===== config.mk =====
export PLATFORM = sky130hd
export DESIGN_NAME = frac_fb_div
export DESIGN_NICKNAME = d
export VERILOG_FILES = /design/src/rtl/frac_div_pkg.sv /design/src/rtl/div_ratio_calc.sv /design/src/rtl/frac_phase_acc.sv /design/src/rtl/period_counter.sv /design/src/rtl/frac_fb_div.sv
export SDC_FILE = /design/constraint.sdc
export NUM_CORES = 1
export LEC_CHECK = 0
export CORE_ASPECT_RATIO = 0.6
export CORE_MARGIN = 2
export CORE_UTILIZATION = 40
export DETAILED_ROUTE_END_ITERATION = 12
export DONT_BUFFER_PORTS = 1
export GPL_TIMING_DRIVEN = 0
export PLACE_DENSITY_LB_ADDON = 0.3
export SYNTH_ARGS = -nofsm -noshare
export SYNTH_HDL_FRONTEND = slang
export SYNTH_SLANG_ARGS = --single-unit

===== constraint.sdc =====
create_clock -name clk_i -period 3.6 [get_ports clk_i]
set_clock_uncertainty 0.1 [all_clocks]
set_input_delay 0.18 -clock clk_i [delete_from_list [all_inputs] [get_ports clk_i]]
set_output_delay 0.18 -clock clk_i [all_outputs]
set_load 0.005 [all_outputs]

===== src/rtl/frac_div_pkg.sv =====
package frac_div_pkg;
  typedef enum logic {
    MODE_FULL = 1'b0,
    MODE_INT  = 1'b1
  } div_mode_e;
endpackage


===== src/rtl/div_ratio_calc.sv =====
module div_ratio_calc
  import frac_div_pkg::*;
#(
  parameter int NW = 12,
  parameter int AW = 4,
  parameter int LW = NW + 2
) (
  input  logic [NW-1:0] n_i,
  input  logic [AW-1:0] a_i,
  input  div_mode_e     mode_i,
  input  logic          frac_en_i,
  output logic [LW-1:0] base_o,
  output logic          frac_act_o
);
  logic [LW-1:0] n_ext, two_n, full_m, raw_m;

  always_comb begin
    n_ext  = LW'(n_i);
    two_n  = n_ext << 1;
    // code 0 encodes -1, so 2N + (-1) + 1 = 2N
    full_m = (a_i == '0) ? two_n : two_n + LW'(a_i) + LW'(1);
    raw_m  = (mode_i == MODE_INT) ? n_ext : full_m;
    base_o = (raw_m == '0) ? LW'(1) : raw_m;
    frac_act_o = (mode_i == MODE_FULL) && frac_en_i;
  end
endmodule


===== src/rtl/frac_phase_acc.sv =====
module frac_phase_acc #(
  parameter int FW = 6
) (
  input  logic          clk_i,
  input  logic          rst_ni,
  input  logic          load_i,
  input  logic          act_i,
  input  logic [FW-1:0] off_i,
  output logic          carry_o
);
  logic [FW-1:0] acc_q;
  logic [FW:0]   sum;

  always_comb begin
    sum     = {1'b0, acc_q} + {1'b0, off_i};
    carry_o = act_i & sum[FW];
  end

  always_ff @(posedge clk_i or negedge rst_ni) begin
    if (!rst_ni)     acc_q <= '0;
    else if (load_i) acc_q <= act_i ? sum[FW-1:0] : '0;
  end
endmodule


===== src/rtl/period_counter.sv =====
module period_counter #(
  parameter int LW = 14
) (
  input  logic          clk_i,
  input  logic          rst_ni,
  input  logic [LW-1:0] len_i,
  output logic          load_o,
  output logic          pulse_o
);
  logic [LW-1:0] cnt_q;

  assign load_o  = (cnt_q <= LW'(1));
  assign pulse_o = (cnt_q == LW'(1));

  always_ff @(posedge clk_i or negedge rst_ni) begin
    if (!rst_ni)     cnt_q <= '0;
    else if (load_o) cnt_q <= len_i;
    else             cnt_q <= cnt_q - LW'(1);
  end

  AST_RELOAD_LEN: assert property (@(posedge clk_i) disable iff (!rst_ni)
    pulse_o |=> cnt_q == $past(len_i));
  AST_NO_IDLE: assert property (@(posedge clk_i) disable iff (!rst_ni)
    pulse_o |=> cnt_q != '0);
endmodule


===== src/rtl/frac_fb_div.sv =====
module frac_fb_div
  import frac_div_pkg::*;
#(
  parameter int NW = 12,
  parameter int AW = 4,
  parameter int FW = 6
) (
  input  logic          clk_i,
  input  logic          rst_ni,
  input  logic [NW-1:0] n_i,
  input  logic [AW-1:0] a_i,
  input  logic [FW-1:0] frac_off_i,
  input  logic          frac_en_i,
  input  logic          int_mode_i,
  output logic          pulse_o
);
  localparam int LW = NW + 2;

  div_mode_e     mode;
  logic [LW-1:0] base, len;
  logic          frac_act, carry, load;

  assign mode = div_mode_e'(int_mode_i);

  div_ratio_calc #(.NW(NW), .AW(AW), .LW(LW)) i_ratio (
    .n_i(n_i), .a_i(a_i), .mode_i(mode), .frac_en_i(frac_en_i),
    .base_o(base), .frac_act_o(frac_act)
  );

  frac_phase_acc #(.FW(FW)) i_acc (
    .clk_i(clk_i), .rst_ni(rst_ni), .load_i(load), .act_i(frac_act),
    .off_i(frac_off_i), .carry_o(carry)
  );

  assign len = base + LW'(carry);

  period_counter #(.LW(LW)) i_cnt (
    .clk_i(clk_i), .rst_ni(rst_ni), .len_i(len),
    .load_o(load), .pulse_o(pulse_o)
  );

  AST_LEN_MIN: assert property (@(posedge clk_i) disable iff (!rst_ni)
    load |-> len >= LW'(1));
  AST_INT_NO_CARRY: assert property (@(posedge clk_i) disable iff (!rst_ni)
    (load && int_mode_i) |-> !carry);
  AST_A0_EVEN: assert property (@(posedge clk_i) disable iff (!rst_ni)
    (load && !int_mode_i && !frac_en_i && a_i == '0 && n_i != '0) |-> !len[0]);
  AST_RST_QUIET: assert property (@(posedge clk_i)
    !rst_ni |-> !pulse_o);
endmodule


==> results of run 1 <==
[final timing paths]
check	from	to	slack (ns)	depth (start not counted)
max reg2reg	i_acc.acc_q[0]	i_cnt.cnt_q[12]	0.60	14
min in group asynchronous	rst_ni	i_cnt.cnt_q[6]	0.40	1
max	a_i[0]	i_cnt.cnt_q[12]	0.24	15
min	frac_en_i	i_acc.acc_q[2]	0.11	2
max in group asynchronous	rst_ni	i_cnt.cnt_q[9]	2.43	1
min reg2reg	i_acc.acc_q[4]	i_acc.acc_q[4]	0.38	2
[cell type report]
class	instances	area [µm²]	area share [%]
Inverter	11	41.3	1.68
Clock buffer	4	55.1	2.24
Timing Repair Buffer	7	55.1	2.24
Buffer	9	55.1	2.24
Sequential cell	20	500	20.3
Multi-Input combinational cell	215	1670	67.9
Tap cell	66	82.6	3.36
[metrics by stage]
step	util, %	cell area (µm²)
final	47.5	2460
after floorplan	-	2200
after CTS	45.7	2370
after global routing	47.5	2460
after detailed placement	44.0	2280
after global placement	44.0	2280
[worst max-delay path: cells and delay by family]
kind | cells | cell delay, ns
fa+ha+maj | 3 | 0.84
compound gates | 5 | 1.20
buf+inv | 1 | 0.05
simple gates | 6 | 1.12
[layer usage]
layer	GRT usage, %	routed length (µm)	up-vias	part of all wire [%]
li1	-	-	980	-
met1	30.4	2980	964	55
met2	26.6	2220	35	41
met3	3.06	208	2	3.8
met4	2.94	21	0	0.39
met5	0	0	-	0
[placed cells by master, fill, tap and decap left out, drive strengths merged, types with 2 or more instances in the layout]
cell type / netlist / layout
nor4: 11 / 11
nand2b: 7 / 7
clkbuf: 3 / 7
dfrtp: 20 / 20
a21oi: 9 / 9
xnor2: 10 / 10
o31ai: 10 / 10
xor2: 13 / 13
a31oi: 9 / 9
mux2i: 3 / 3
nor3: 8 / 8
a21o: 3 / 3
inv: 11 / 11
nand3: 9 / 9
or4: 2 / 2
buf: 6 / 12
o41ai: 2 / 2
and4: 3 / 3
ha: 13 / 13
nand4b: 2 / 2
fa: 2 / 2
nand2: 31 / 31
nor2: 17 / 17
and3: 5 / 5
o21ai: 16 / 16
and4bb: 2 / 2
or2: 2 / 2
o31a: 4 / 4
a211oi: 3 / 3
[power by group through the flow]
stage,Clock [µW],Sequential (µW),Combinational [µW]
2_1_floorplan,0,251,140
3_3_place_gp,0,254,166
5_1_grt,187,251,220
6_report,175,250,198
4_1_cts,178,250,181
3_5_place_dp,0,254,168
[flip-flops by register name, summed over array words and instances, names as in the netlist]
name,flops
i_acc.acc_q,6
i_cnt.cnt_q,14
[cells by family (layout without fill, tap and decap cells)]
kind of cell | Yosys count | in the layout
AND/OR/NAND/NOR | 104 | 104
AO/OA/AOI/OAI | 69 | 69
XOR/XNOR | 23 | 23
flip-flops | 20 | 20
buffers and inverters | 20 | 31
adder cells (fa/ha/maj) | 15 | 15
multiplexers | 4 | 4
[repair_timing]
action                                  CTS  global route
cloned                                    0             0
hold endpoints to repair                 20             0
hold buffers                              1             0
pin swaps                                 0             8
endpoints found under the setup margin    4             5
gates resized for setup                   4             8
setup buffers                             0             6
==> impl_metrics.yaml, run 1 <==
sta:
  slew_headroom_pct: 37.6
  finalSetupViolCount: 0
  period_minus_slack_ns: 3.36
  hold_violations: 0
  hold-worst-slack_ns: 0.112
  fmax_ghz: 0.298
  finalSetupTns_ns: 0
  rsz0062_at_grt: "false"
  setup_ws_ns: 0.244
  fin_crit_sh_pct: 93.2
  drv_slew: 0
  timing_worst_slew_pin_value_ns: 0.933
global_route:
  first_global_vias: 1825
  antenna_found_initial: 0
  track_usage_pct: 18.9
  grt_pass1_wl_mm: 9.03
  grt_max_degree: 21
  gr-total-overflow: 0
critical_path:
  path_max_fanout: 7
  startpoint_type: "input port"
  path_class: "in -> reg"
  arrival_ns: 3.39
  critPathMaxStageDelay_ns: 0.41
  crit_slowest_cell: "fa_2"
  cp.required_ns: 3.64
  end_kind: "flop"
  path_cells: "fa_2 -> a211oi_4 -> nor4_1 -> o31ai_2 -> nand2_1 -> and4bb_2 -> nand4b_1 -> o31ai_2 -> ha_2 -> ha_2 -> inv_1 -> nand4bb_4 -> nor3_4 -> a2111o_1 -> o211ai_1"
cells_and_area:
  instances_no_fill: 332
  fin_nets: 308
  syn_to_final_growth_pct: 12.0
  n_antenna_cell: 0
  fill_cells: 486
  drive_above_1_share_pct: 17.3
detailed_routing:
  vias: 1981
  routed_wl_mm: 5.43
  viasPerCell: 5.97
  drt_iter0_markers: 117
  first_pass_iters: 4
  ant_nets: 0
  drc: 0
  wl_per_cell_um: 16.4
die:
  die-area_um2: 6120
  initial_utilization_pct: 42.4
  rows: 20
  die_w_um: 99.7
  die_height_um: 61.4
  core_area_um2: 5180
  io_pins: 27
clock_tree:
  cts_root_buffer: "clkbuf_8"
  clkLatencyLatePin_ns: 0.26
  clockBufferDepth: 2
  clk_pin_slew_worst_paths_ns: 0.07
  cts_tree: "built"
  cts-buffers-inserted: 3
  h-tree-depth: 1
  cts_num_sinks: 20
synth:
  yosys.area.top_type: "dfrtp_1"
  synth_top_family_by_area: "simple AND/OR/NAND/NOR gates"
  syn_nets: 296
  synth_ff_type: "dfrtp_1"
  synth-simple-area-share_pct: 27.7
  synth_adder_area_share_pct: 9.23
  synth_cell_type_count: 62
  synth.most_common_cell: "nand2_1"
  yosys-mux-area-fraction_pct: 2.45
  yosys_warnings: 0
  synth_edf_count: 0
  synth_top_cell_area_share_pct: 22.8
  synthTopCellsByCount: "nand2_1, dfrtp_1, nor2_1, o21ai_0"
  ys_seq_elements: 20
  syn_area_um2: 2200
  synth_compound_area_share_pct: 24.3
  ys_seq_area_share_pct: 22.8
  synth_area_leaders: "dfrtp_1, ha_1, nand2_1"
  synthCells: 255
  synth.avg_cell_area_um2: 8.62
  async_flop_share_pct: 100
  synth-xor-area-share_pct: 9.17
flow_run:
  cap_viol_max_count: 0
run_status:
  status: "complete, no violations"
place:
  place_ws_ns: -0.465
  hpwl_mm: 4.19
  dp.cells: 321
  place_congestion: 0.819
  port_buffers: 0
power_and_ir_drop:
  vdd_drop_max_mv: 0.139
  power.share.switching_pct: 32.5
  p_per_area_nw_per_um2: 253
  clockPowerShare_pct: 28.2
  switchingPower_uw: 203
  power_uw: 623
  combPwrFrac_pct: 31.7
  intPower_uw: 421
  p_leak_uw: 0.000975
  power_frac_seq_pct: 40.1
hold_path:
  hold_path.class: "in -> reg"
Power figures use the tool's default switching activity.
==> inputs of run 2 (changes only) <==
ABC_AREA = 1   (was default)
==> impl_metrics.yaml, run 2 <==
run_status:
  status: "complete, no violations"
synth:
  synth_ff_type: "dfrtp_1"
  synth.avg_cell_area_um2: 6.67
  async_flop_share_pct: 100
  ys_seq_elements: 20
  syn_area_um2: 2470
  yosys-mux-area-fraction_pct: 0
  synth_top_cell_area_share_pct: 20.2
  yosys.area.top_type: "dfrtp_1"
  synth.most_common_cell: "nand2_1"
  synth_adder_area_share_pct: 8.19
  yosys_warnings: 0
  syn_nets: 412
  synth_top_family_by_area: "simple AND/OR/NAND/NOR gates"
  synth-xor-area-share_pct: 6.37
  synthCells: 371
  synth_compound_area_share_pct: 6.53
  synth_edf_count: 0
  synth_cell_type_count: 38
  ys_seq_area_share_pct: 20.2
  synth_area_leaders: "dfrtp_1, nand2_1, nand3_1"
  synth-simple-area-share_pct: 50.4
  synthTopCellsByCount: "nand2_1, inv_1, nand3_1, nor2_1, dfrtp_1"
global_route:
  gr-total-overflow: 0
  grt_max_degree: 21
  antenna_found_initial: 0
  grt_pass1_wl_mm: 10.3
  track_usage_pct: 18.6
  first_global_vias: 2181
die:
  core_area_um2: 6060
  io_pins: 27
  die-area_um2: 6850
  rows: 22
  die_height_um: 64.9
  die_w_um: 106
  initial_utilization_pct: 40.8
clock_tree:
  post_cts_buffers: 0
  cts.hold.buffers_added: 1
  clkLatencyLatePin_ns: 0.27
  cts-buffers-inserted: 3
  cts_root_buffer: "clkbuf_8"
  cts_resized: 0
  cts_num_sinks: 20
  h-tree-depth: 1
  clockBufferDepth: 2
  clk_pin_slew_worst_paths_ns: 0.09
  cts_tree: "built"
detailed_routing:
  ant_nets: 0
  drc: 0
  wl_per_cell_um: 12.5
  routed_wl_mm: 5.77
  first_pass_iters: 4
  viasPerCell: 5.01
  drt_iter0_markers: 156
  vias: 2305
sta:
  period_minus_slack_ns: 2.92
  rsz0062_at_grt: "false"
  finalSetupViolCount: 0
  timing_worst_slew_pin_value_ns: 0.974
  finalSetupTns_ns: 0
  drv_slew: 0
  hold_violations: 0
  fin_crit_sh_pct: 81.2
  slew_headroom_pct: 34.9
  fmax_ghz: 0.342
critical_path:
  path_class: "reg -> reg"
  startpoint_type: "flop"
  end_kind: "flop"
  path_max_fanout: 4
  arrival_ns: 2.97
  cp.required_ns: 3.65
cells_and_area:
  drive_above_1_share_pct: 16.2
  instances_no_fill: 460
  fin_util_pct: 43.9
  largest_register_ffs: 14
  n_antenna_cell: 0
  largest-register: "i_cnt.cnt_q"
  syn_to_final_growth_pct: 7.54
  fin_nets: 418
  reg_top3: "i_cnt.cnt_q (14), i_acc.acc_q (6)"
  final_area_um2: 2660
  layout_commonest_cell: "nand2_1"
  mostFrequentLayoutCells: "nand2_1, inv_1, nand3_1, nor2_1, dfrtp_1"
place:
  hpwl_mm: 4.89
  port_buffers: 0
  place_congestion: 0.863
  dp.cells: 455
  dpl-instance-area_um2: 2580
flow_run:
  cap_viol_max_count: 0
hold_path:
  hold_path.class: "in -> reg"
power_and_ir_drop:
  p_per_area_nw_per_um2: 230
  p_leak_uw: 0.00125
  vdd_drop_max_mv: 0.157
==> run 2: critical path, stage by stage (launching register included) <==
cell and delay [ns]:
dfrtp_1 0.35, ha_1 0.19, fa_1 0.18, inv_1 0.06, o31ai_1 0.38, inv_1 0.06
o21ai_0 0.15, a21oi_1 0.11, nor2_1 0.11, ha_1 0.18, ha_1 0.18, nand3_2 0.10
nor2_2 0.19, nand3_4 0.12, nor2_4 0.12, nand3_1 0.08, nand3_1 0.10, nand2_1 0.05
==> run 2: cell type report <==
class                   instances  area, µm²
well taps                      84        105
multi-input cells             300       1770
fillers                       644       3400
repair buffers                  1       10.0
inverters                      46        174
plain buffers                   5       31.3
clock inverters                 1       30.0
flip-flops and latches         20        500
clock buffers                   3       41.3
==> run 2: layer usage <==
metal | track usage (%) | vias to the layer above | share of wire [%]
li1 | - | 1202 | -
met1 | 29.1 | 1042 | 56
met2 | 25.8 | 59 | 36
met3 | 4.53 | 2 | 7.2
met4 | 2.14 | 0 | 0.28
met5 | 0 | - | 0
==> run 2: cells by family (layout without fill, tap and decap cells) <==
family                     count (synthesis)  in the layout
AOI/OAI and AO/OA                         26             26
DFF                                       20             20
adders and majority gates                 15             15
xor gates and xnor gates                  18             18
buffers and inverters                     51             56
and+or+nand+nor                          241            241
==> run 2: power by group <==
group          switching [µW]  internal (µW)
clock network            82.4            149
logic                     105           52.9
registers                   0            224
==> run 2: final timing paths <==
kind	start	end	slack (ns)	cells past startpoint
max	i_acc.acc_q[0]	i_cnt.cnt_q[12]	0.68	17
min	frac_off_i[0]	i_acc.acc_q[0]	0.08	3
max reg2reg	i_acc.acc_q[0]	i_cnt.cnt_q[12]	0.68	17
min reg2reg	i_acc.acc_q[0]	i_acc.acc_q[0]	0.39	2
max in group asynchronous	rst_ni	i_cnt.cnt_q[6]	2.39	1
min in group asynchronous	rst_ni	i_cnt.cnt_q[5]	0.41	1
==> run 2: per-stage QoR <==
step	power, µW	hold WS (ns)	worst slack [ns]
2_1_floorplan	355	-0.216	0.790
3_3_place_gp	377	-0.215	0.427
3_5_place_dp	380	-0.215	0.405
4_1_cts	618	0.0750	0.636
5_1_grt	654	0.0802	0.375
6_report	613	0.0761	0.678
